### src/rtl/freq_div_pkg.sv
package freq_div_pkg;
  localparam int RATE_W = 2;
  localparam int NUM_CODES = 1 << RATE_W;
  localparam int CTRL_W = RATE_W + 1;

  typedef logic [RATE_W-1:0] rate_t;

  typedef struct packed {
    logic  en;
    rate_t rate;
  } ctrl_t;
endpackage

### src/rtl/fdo_ctrl_reg.sv
module fdo_ctrl_reg
  import freq_div_pkg::*;
(
  input  logic              clk,
  input  logic              rst,
  input  logic              wr_en,
  input  logic [CTRL_W-1:0] wr_data,
  input  logic              stop_req,
  output ctrl_t             ctrl_q
);
  ctrl_t wr_val;
  assign wr_val = ctrl_t'(wr_data);

  always_ff @(posedge clk) begin
    if (rst) begin
      ctrl_q <= '0;
    end else begin
      if (wr_en) ctrl_q <= wr_val;
      if (stop_req) ctrl_q.en <= 1'b0;
    end
  end
endmodule

### src/rtl/fdo_counter.sv
module fdo_counter #(
  parameter int W = 12,
  parameter int TAPS = 4
) (
  input  logic            clk,
  input  logic            rst,
  input  logic            tick,
  output logic [TAPS-1:0] taps
);
  logic [W-1:0] cnt_q;

  always_ff @(posedge clk) begin
    if (rst) cnt_q <= '0;
    else if (tick) cnt_q <= cnt_q + 1'b1;
  end

  assign taps = cnt_q[W-1 -: TAPS];
endmodule

### src/rtl/fdo_tap_mux.sv
module fdo_tap_mux
  import freq_div_pkg::*;
#(
  parameter int FAST_CODES = 4,
  parameter int SLOW_CODES = 3
) (
  input  logic [FAST_CODES-1:0] fast_taps,
  input  logic [SLOW_CODES-1:0] slow_taps,
  input  logic                  src_slow,
  input  rate_t                 rate,
  output logic                  tap_bit,
  output logic                  reserved
);
  logic [NUM_CODES-1:0] fast_lut;
  logic [NUM_CODES-1:0] slow_lut;
  logic [NUM_CODES-1:0] slow_ok;

  for (genvar c = 0; c < NUM_CODES; c++) begin : g_code
    assign fast_lut[c] = fast_taps[FAST_CODES-1-c];
    if (c < SLOW_CODES) begin : g_valid
      assign slow_lut[c] = slow_taps[SLOW_CODES-1-c];
      assign slow_ok[c]  = 1'b1;
    end else begin : g_resv
      assign slow_lut[c] = 1'b1;
      assign slow_ok[c]  = 1'b0;
    end
  end

  always_comb begin
    tap_bit  = src_slow ? slow_lut[rate] : fast_lut[rate];
    reserved = src_slow & ~slow_ok[rate];
  end
endmodule

### src/rtl/freq_div_out.sv
module freq_div_out
  import freq_div_pkg::*;
#(
  parameter int FAST_W = 12,
  parameter int SLOW_W = 5,
  parameter int SLOW_CODES = 3
) (
  input  logic              clk,
  input  logic              rst,
  input  logic              fast_tick,
  input  logic              slow_tick,
  input  logic              src_slow,
  input  logic              wr_en,
  input  logic [CTRL_W-1:0] wr_data,
  input  logic              stop_req,
  output logic              dvo_o
);
  localparam int FAST_CODES = NUM_CODES;

  ctrl_t                 ctrl_q;
  logic                  en_q;
  rate_t                 rate_q;
  logic [FAST_CODES-1:0] fast_taps;
  logic [SLOW_CODES-1:0] slow_taps;
  logic                  tap_bit;
  logic                  reserved;
  logic                  dvo_q;

  fdo_ctrl_reg u_ctrl (
    .clk      (clk),
    .rst      (rst),
    .wr_en    (wr_en),
    .wr_data  (wr_data),
    .stop_req (stop_req),
    .ctrl_q   (ctrl_q)
  );

  assign en_q   = ctrl_q.en;
  assign rate_q = ctrl_q.rate;

  fdo_counter #(.W(FAST_W), .TAPS(FAST_CODES)) u_fast (
    .clk  (clk),
    .rst  (rst),
    .tick (fast_tick),
    .taps (fast_taps)
  );

  fdo_counter #(.W(SLOW_W), .TAPS(SLOW_CODES)) u_slow (
    .clk  (clk),
    .rst  (rst),
    .tick (slow_tick),
    .taps (slow_taps)
  );

  fdo_tap_mux #(.FAST_CODES(FAST_CODES), .SLOW_CODES(SLOW_CODES)) u_mux (
    .fast_taps (fast_taps),
    .slow_taps (slow_taps),
    .src_slow  (src_slow),
    .rate      (rate_q),
    .tap_bit   (tap_bit),
    .reserved  (reserved)
  );

  always_ff @(posedge clk) begin
    if (rst) dvo_q <= 1'b1;
    else if (!en_q || reserved) dvo_q <= 1'b1;
    else dvo_q <= tap_bit;
  end

  assign dvo_o = dvo_q;
endmodule

### config.mk
export PLATFORM = sky130hd
export DESIGN_NAME = freq_div_out
export DESIGN_NICKNAME = d
export VERILOG_FILES = /design/src/rtl/freq_div_pkg.sv /design/src/rtl/fdo_ctrl_reg.sv /design/src/rtl/fdo_counter.sv /design/src/rtl/fdo_tap_mux.sv /design/src/rtl/freq_div_out.sv
export SDC_FILE = /design/constraint.sdc
export NUM_CORES = 1
export LEC_CHECK = 0
export BUFFER_PORTS_ARGS = -buffer_cell sky130_fd_sc_hd__buf_2
export CAP_MARGIN = 20
export CORE_ASPECT_RATIO = 0.7
export CORE_MARGIN = 1
export CORE_UTILIZATION = 49
export CTS_BUF_LIST = sky130_fd_sc_hd__clkbuf_8 sky130_fd_sc_hd__clkbuf_16
export DETAILED_ROUTE_END_ITERATION = 12
export PLACE_DENSITY = 0.83
export SLEW_MARGIN = 10
export SYNTH_ARGS = -nofsm -noshare
export SYNTH_HDL_FRONTEND = slang
export SYNTH_SLANG_ARGS = --single-unit
### constraint.sdc
create_clock -name clk -period 1.55 [get_ports clk]
set_clock_uncertainty 0.15 [all_clocks]
set_input_delay 0.31 -clock clk [delete_from_list [all_inputs] [get_ports clk]]
set_output_delay 0.31 -clock clk [all_outputs]
set_load 0.05 [all_outputs]
==> flow_metrics.tcl, run 1 <==
set metrics [dict create \
    outcome "complete, no violations" \
    initial_core_util_pct 55.26 \
    min_period_over_period_pct 98.23 \
    htreeDepth 1 \
    max_slew_margin_pct 83.69 \
    cts_tree "done" \
    synth_edf_count 0 \
    arrival_ns 1.55 \
    dp_hpwl_um 1323 \
    synthesis.nets 107 \
    die_h_um 38.27 \
    peakVddDrop_uv 901.2 \
    grt_pass1_vias 743 \
    criticalPathCategory "reg -> reg" \
    tightest_slew_ns 0.2464 \
    max_freq_mhz 656.8 \
    ys.warnings.count 0 \
    crit_chain "nand4_1, or4_1, a21oi_1" \
    track_usage_pct 21.34 \
    ys_types 29 \
    placed_cells 130 \
    pin_count 11 \
    cts.clk_slew.worst_paths_ns 0.07 \
    cts_sinks 21 \
    rsz0062_at_grt "yes" \
    cts_buffer_depth 2 \
    yosysTopAreaCell "dfxtp_1" \
    fin_ws_ns 0.02744 \
    routed_wl_um 1861 \
    drc 0 \
    via_per_inst 5.657 \
    grt_first_pass_wirelength_um 3022 \
    finalHoldViolations 0 \
    r2r_start "u_fast.cnt_q[1]" \
    yosysSeqAreaShare_pct 45.65 \
    vias 758 \
    nFillCells 138 \
    grt.overflow.total 0 \
    end_kind "flip-flop" \
    drtIter0Drc 18 \
    synth.area.top_cells "dfxtp_1 (46%), xor2_1 (5.7%), mux2i_1 (5.4%)" \
    cts_buffers 3 \
    hp-class "in -> reg" \
    post_drt_wl_per_cell_um 13.89 \
    maxSlewViolCount 0 \
    cts_setup_buffers 0 \
    finalSetupViolCount 0 \
    syn_inst 95 \
    final_cells 134 \
    fp.dieW_um 53.82 \
    antennaDiodeCount 0 \
    hold_end "u_ctrl.ctrl_q[2]" \
    r2r_end "u_fast.cnt_q[9]" \
    cp_slowest_cell "or4_1" \
    synth_flop_cell "dfxtp_1" \
    synth-seq-cells 21 \
    rr_worst_depth 3 \
    synth-async-reset-ratio_pct 0 \
    gp_congestion 0.7380 \
    crit_path_start_kind "flip-flop" \
    required_ns 1.58 \
    r2r_slack_ns 0.03 \
    power.leakage_nw 0.4172 \
    worstSkewPairLatency_ns 0.26 \
    maxCapViolCount 0 \
    whs_path_depth 2 \
    port_buffers 10 \
    powerDensity_nw_per_um2 886.0 \
    root_buffer "clkbuf_8" \
    hp-start "stop_req" \
    final_layout_size_suffix_gt1_share_pct 29.20 \
    grt_max_degree 14 \
    path_max_fanout 5 \
    drtAntennaViolNets 0 \
    min_period_ns 1.523 \
    antenna_found_initial 0 \
    dp_slack_ns 0.003549 \
    synth_area_per_cell_um2 9.694 \
    die_area_um2 2060 \
    rows 12 \
    coreArea_um2 1667 \
    netlist_area_um2 920.9 \
    slowest_delay_ns 0.52 \
    dr.pass1.iters 4 \
    yosysTopAreaCellShare_pct 45.65 \
    syn_to_final_growth_pct 22.15 \
    nets 126 \
]
-- kinds of logic after synthesis --
logic type | synth area share (%)
compound gates | 8.560
xor+xnor | 7.609
fa+ha+maj | 2.717
buf+inv | 2.445
flops | 45.65
mux | 10.33
simple gates | 22.69
-- worst max path at each step --
stage,startpoint,end,cells past startpoint
global placement,fast_tick,u_fast.cnt_q[11],4
finish,u_fast.cnt_q[1],u_fast.cnt_q[9],3
global route,u_fast.cnt_q[6],u_fast.cnt_q[10],3
floorplan,u_fast.cnt_q[0],u_fast.cnt_q[10],4
detailed placement,u_fast.cnt_q[1],u_fast.cnt_q[10],4
CTS,u_fast.cnt_q[0],u_fast.cnt_q[10],4
-- area by class of cell --
cell class                      count  area [um^2]  share of cell area (%)
Clock buffer                        3        41.29                   3.671
Clock inverter                      1        3.754                  0.3337
Inverter                            2        7.507                  0.6674
Multi-Input combinational cell     69        518.0                   46.05
Sequential cell                    21        425.4                   37.82
Tap cell                           21        26.28                   2.336
Timing Repair Buffer               17        102.6                   9.121
-- what timing repair did --
item	CTS	global route
endpoints found under the hold margin	0	0
endpoints found under the setup margin	1	4
pin swaps	0	1
resized for setup	1	10
hold buffers	0	0
-- where the power goes --
group / switching [mW] / internal [mW]
registers: 0.0168 / 0.556
logic: 0.0410 / 0.0429
clock network: 0.163 / 0.176
total: 0.221 / 0.775
-- synthesized netlist by cell type (all sizes together) (3+ instances only) --
cell / number
dfxtp: 21
nor2: 13
a21oi: 6
nand4: 6
xor2: 6
mux2i: 5
nand2: 4
o31ai: 4
or4: 4
nand3: 3
-- flip-flops by register name, indices dropped and copies added (netlist names) --
register       flops
dvo_o              1
u_ctrl.ctrl_q      3
u_fast.cnt_q      12
u_slow.cnt_q       5
-- worst max-delay path, delay by kind of cell (launching register included) --
kind             cells  cell delay, ns
AND/OR/NAND/NOR      2            0.73
flip-flops           1            0.38
AO/OA/AOI/OAI        1            0.19
-- placed cells by master (no fill, tap or decap), types with 4 or more instances in the layout --
master / netlist / final
nor2_1: 13 / 13
dfxtp_2: 0 / 4
buf_4: 1 / 7
dfxtp_1: 21 / 17
a21oi_1: 6 / 5
xor2_1: 6 / 6
mux2i_1: 5 / 5
nand2_1: 4 / 4
buf_2: 0 / 10
nand4_1: 5 / 5
-- layer usage --
| layer | track usage (%) | routed length [um] |
|---|---|---|
| met5 | 0 | 0 |
| met4 | 5.921 | 11 |
| met3 | 8.333 | 97 |
| met1 | 22.49 | 836 |
| met2 | 39.20 | 916 |
-- through the flow --
step	TNS [ns]	area [um^2]	total power, mW	utilization [%]	hold slack (ns)
6_report	0	1125	0.9966	67.49	0.06587
5_1_grt	-0.005261	1125	1.041	67.49	0.05561
4_1_cts	0	1081	1.000	64.86	0.06391
3_5_place_dp	0	1035	0.6600	62.09	0.2662
3_3_place_gp	0	1035	0.6531	62.09	0.2602
2_1_floorplan	0	920.9	0.6253	-	0.2393
Note: power is estimated with default switching activity, not from simulation.
==> run 2, diff against run 1 <==
- MAX_ROUTING_LAYER: default -> met4
==> flow_metrics.tcl, run 2 (same netlist as run 1, synthesis figures left out) <==
set metrics [dict create \
    rsz0062_at_grt "yes" \
    crit_chain "nand4_1, or4_1, a21oi_1" \
    drc 0 \
    min_period_ns 1.523 \
    antennaDiodeCount 0 \
    reg_top3 "u_fast.cnt_q x12, u_slow.cnt_q x5, u_ctrl.ctrl_q x3" \
    htreeDepth 1 \
    cts_sinks 21 \
    tightest_slew_ns 0.2464 \
    max_slew_margin_pct 83.69 \
    peakVddDrop_uv 900.9 \
    arrival_ns 1.55 \
    placed_cells 130 \
    finalSetupViolCount 0 \
    post_drt_wl_per_cell_um 13.85 \
    dr.pass1.iters 4 \
    coreArea_um2 1667 \
    die_h_um 38.27 \
    cts_setup_buffers 0 \
    powerDensity_nw_per_um2 884.6 \
    die_area_um2 2060 \
    path_max_fanout 5 \
    power.leakage_nw 0.4172 \
    cp_slowest_cell "or4_1" \
    routed_wl_um 1856 \
    cts_hold_buf 0 \
    vias 757 \
    dp_hpwl_um 1323 \
    crit_path_start_kind "flip-flop" \
    nets 126 \
    cts_buffer_depth 2 \
    root_buffer "clkbuf_8" \
    grt_max_degree 14 \
    max_freq_mhz 656.7 \
    criticalPathCategory "reg -> reg" \
    top_register "u_fast.cnt_q" \
    syn_to_final_growth_pct 22.15 \
    drtIter0Drc 13 \
    worstSkewPairLatency_ns 0.25 \
    antenna_found_initial 0 \
    gp_congestion 0.7470 \
    required_ns 1.58 \
    maxSlewViolCount 0 \
    port_buffers 10 \
    maxCapViolCount 0 \
    drtAntennaViolNets 0 \
    rows 12 \
    slowest_delay_ns 0.52 \
    initial_core_util_pct 55.26 \
    final_layout_size_suffix_gt1_share_pct 29.20 \
    critical_path_buf_inv_count 0 \
    grt_pass1_vias 738 \
    layout.cells.most_common "dfxtp_1" \
    end_kind "flip-flop" \
    outcome "complete, no violations" \
    via_per_inst 5.649 \
    final_cells 134 \
    min_period_over_period_pct 98.25 \
    cts_tree "done" \
    fp.dieW_um 53.82 \
    cts_buffers 3 \
    fin_tns_setup_ns 0 \
    grt_first_pass_wirelength_um 3029 \
    pin_count 11 \
    cts.clk_slew.worst_paths_ns 0.07 \
    hp-class "in -> reg" \
    finalHoldViolations 0 \
    track_usage_pct 21.90 \
    largest_reg_flops 12 \
    most-common-layout-cells "dfxtp_1 (17), nor2_1 (13), buf_2 (10)" \
    critical-path-top-delay-family "simple AND/OR/NAND/NOR gates" \
    finalPower_mw 0.9950 \
    grt.overflow.total 0 \
]
[run 2: cell counts in the layout (fill, tap and decap cells not counted)]
Identical to the previous run, type by type.
[run 2: area by class of cell]
class | count | area, um^2
clock buffers | 3 | 41.29
fillers | 138 | 541.8
repair buffers | 17 | 102.6
clock inverters | 1 | 3.754
inverters | 2 | 7.507
well taps | 21 | 26.28
multi-input cells | 69 | 518.0
flip-flops and latches | 21 | 425.4
[run 2: repair_timing]
action,CTS,global route
endpoints found under the setup margin,1,4
pin swaps,0,1
resized for setup,1,10
[run 2: worst paths after layout]
check                         from                to  slack, ns  cells after the start
hold / removal            stop_req  u_ctrl.ctrl_q[2]       0.07                      2
setup / recovery   u_fast.cnt_q[1]   u_fast.cnt_q[9]       0.03                      3
setup reg to reg   u_fast.cnt_q[1]   u_fast.cnt_q[9]       0.03                      3
hold reg to reg   u_ctrl.ctrl_q[2]             dvo_o       0.28                      1
[run 2: power by group]
| part | switching, mW | internal (mW) |
|---|---|---|
| sequential | 0.0169 | 0.556 |
| combinational | 0.0410 | 0.0429 |
| clock | 0.162 | 0.176 |
| total | 0.220 | 0.775 |
[run 2: stage by stage]
step                      util (%)  instance area, um^2  setup slack, ns  hold WS [ns]
after floorplan                  -                920.9          0.06422        0.2393
after global placement       62.09                 1035          0.05635        0.2602
after detailed placement     62.09                 1035         0.003549        0.2662
after CTS                    64.86                 1081          0.01660       0.06391
after global routing         67.49                 1125        -0.005258       0.05561
final                        67.49                 1125          0.02713       0.06727
[run 2: routing by layer]
layer / global-route usage, % / part of all wire (%) / vias to the layer above
li1: - / - / 383
met1: 22.49 / 45 / 358
met3: 8.333 / 4.8 / 2
met2: 39.20 / 49 / 14
met4: 5.921 / 0.59 / 0
met5: - / 0 / -
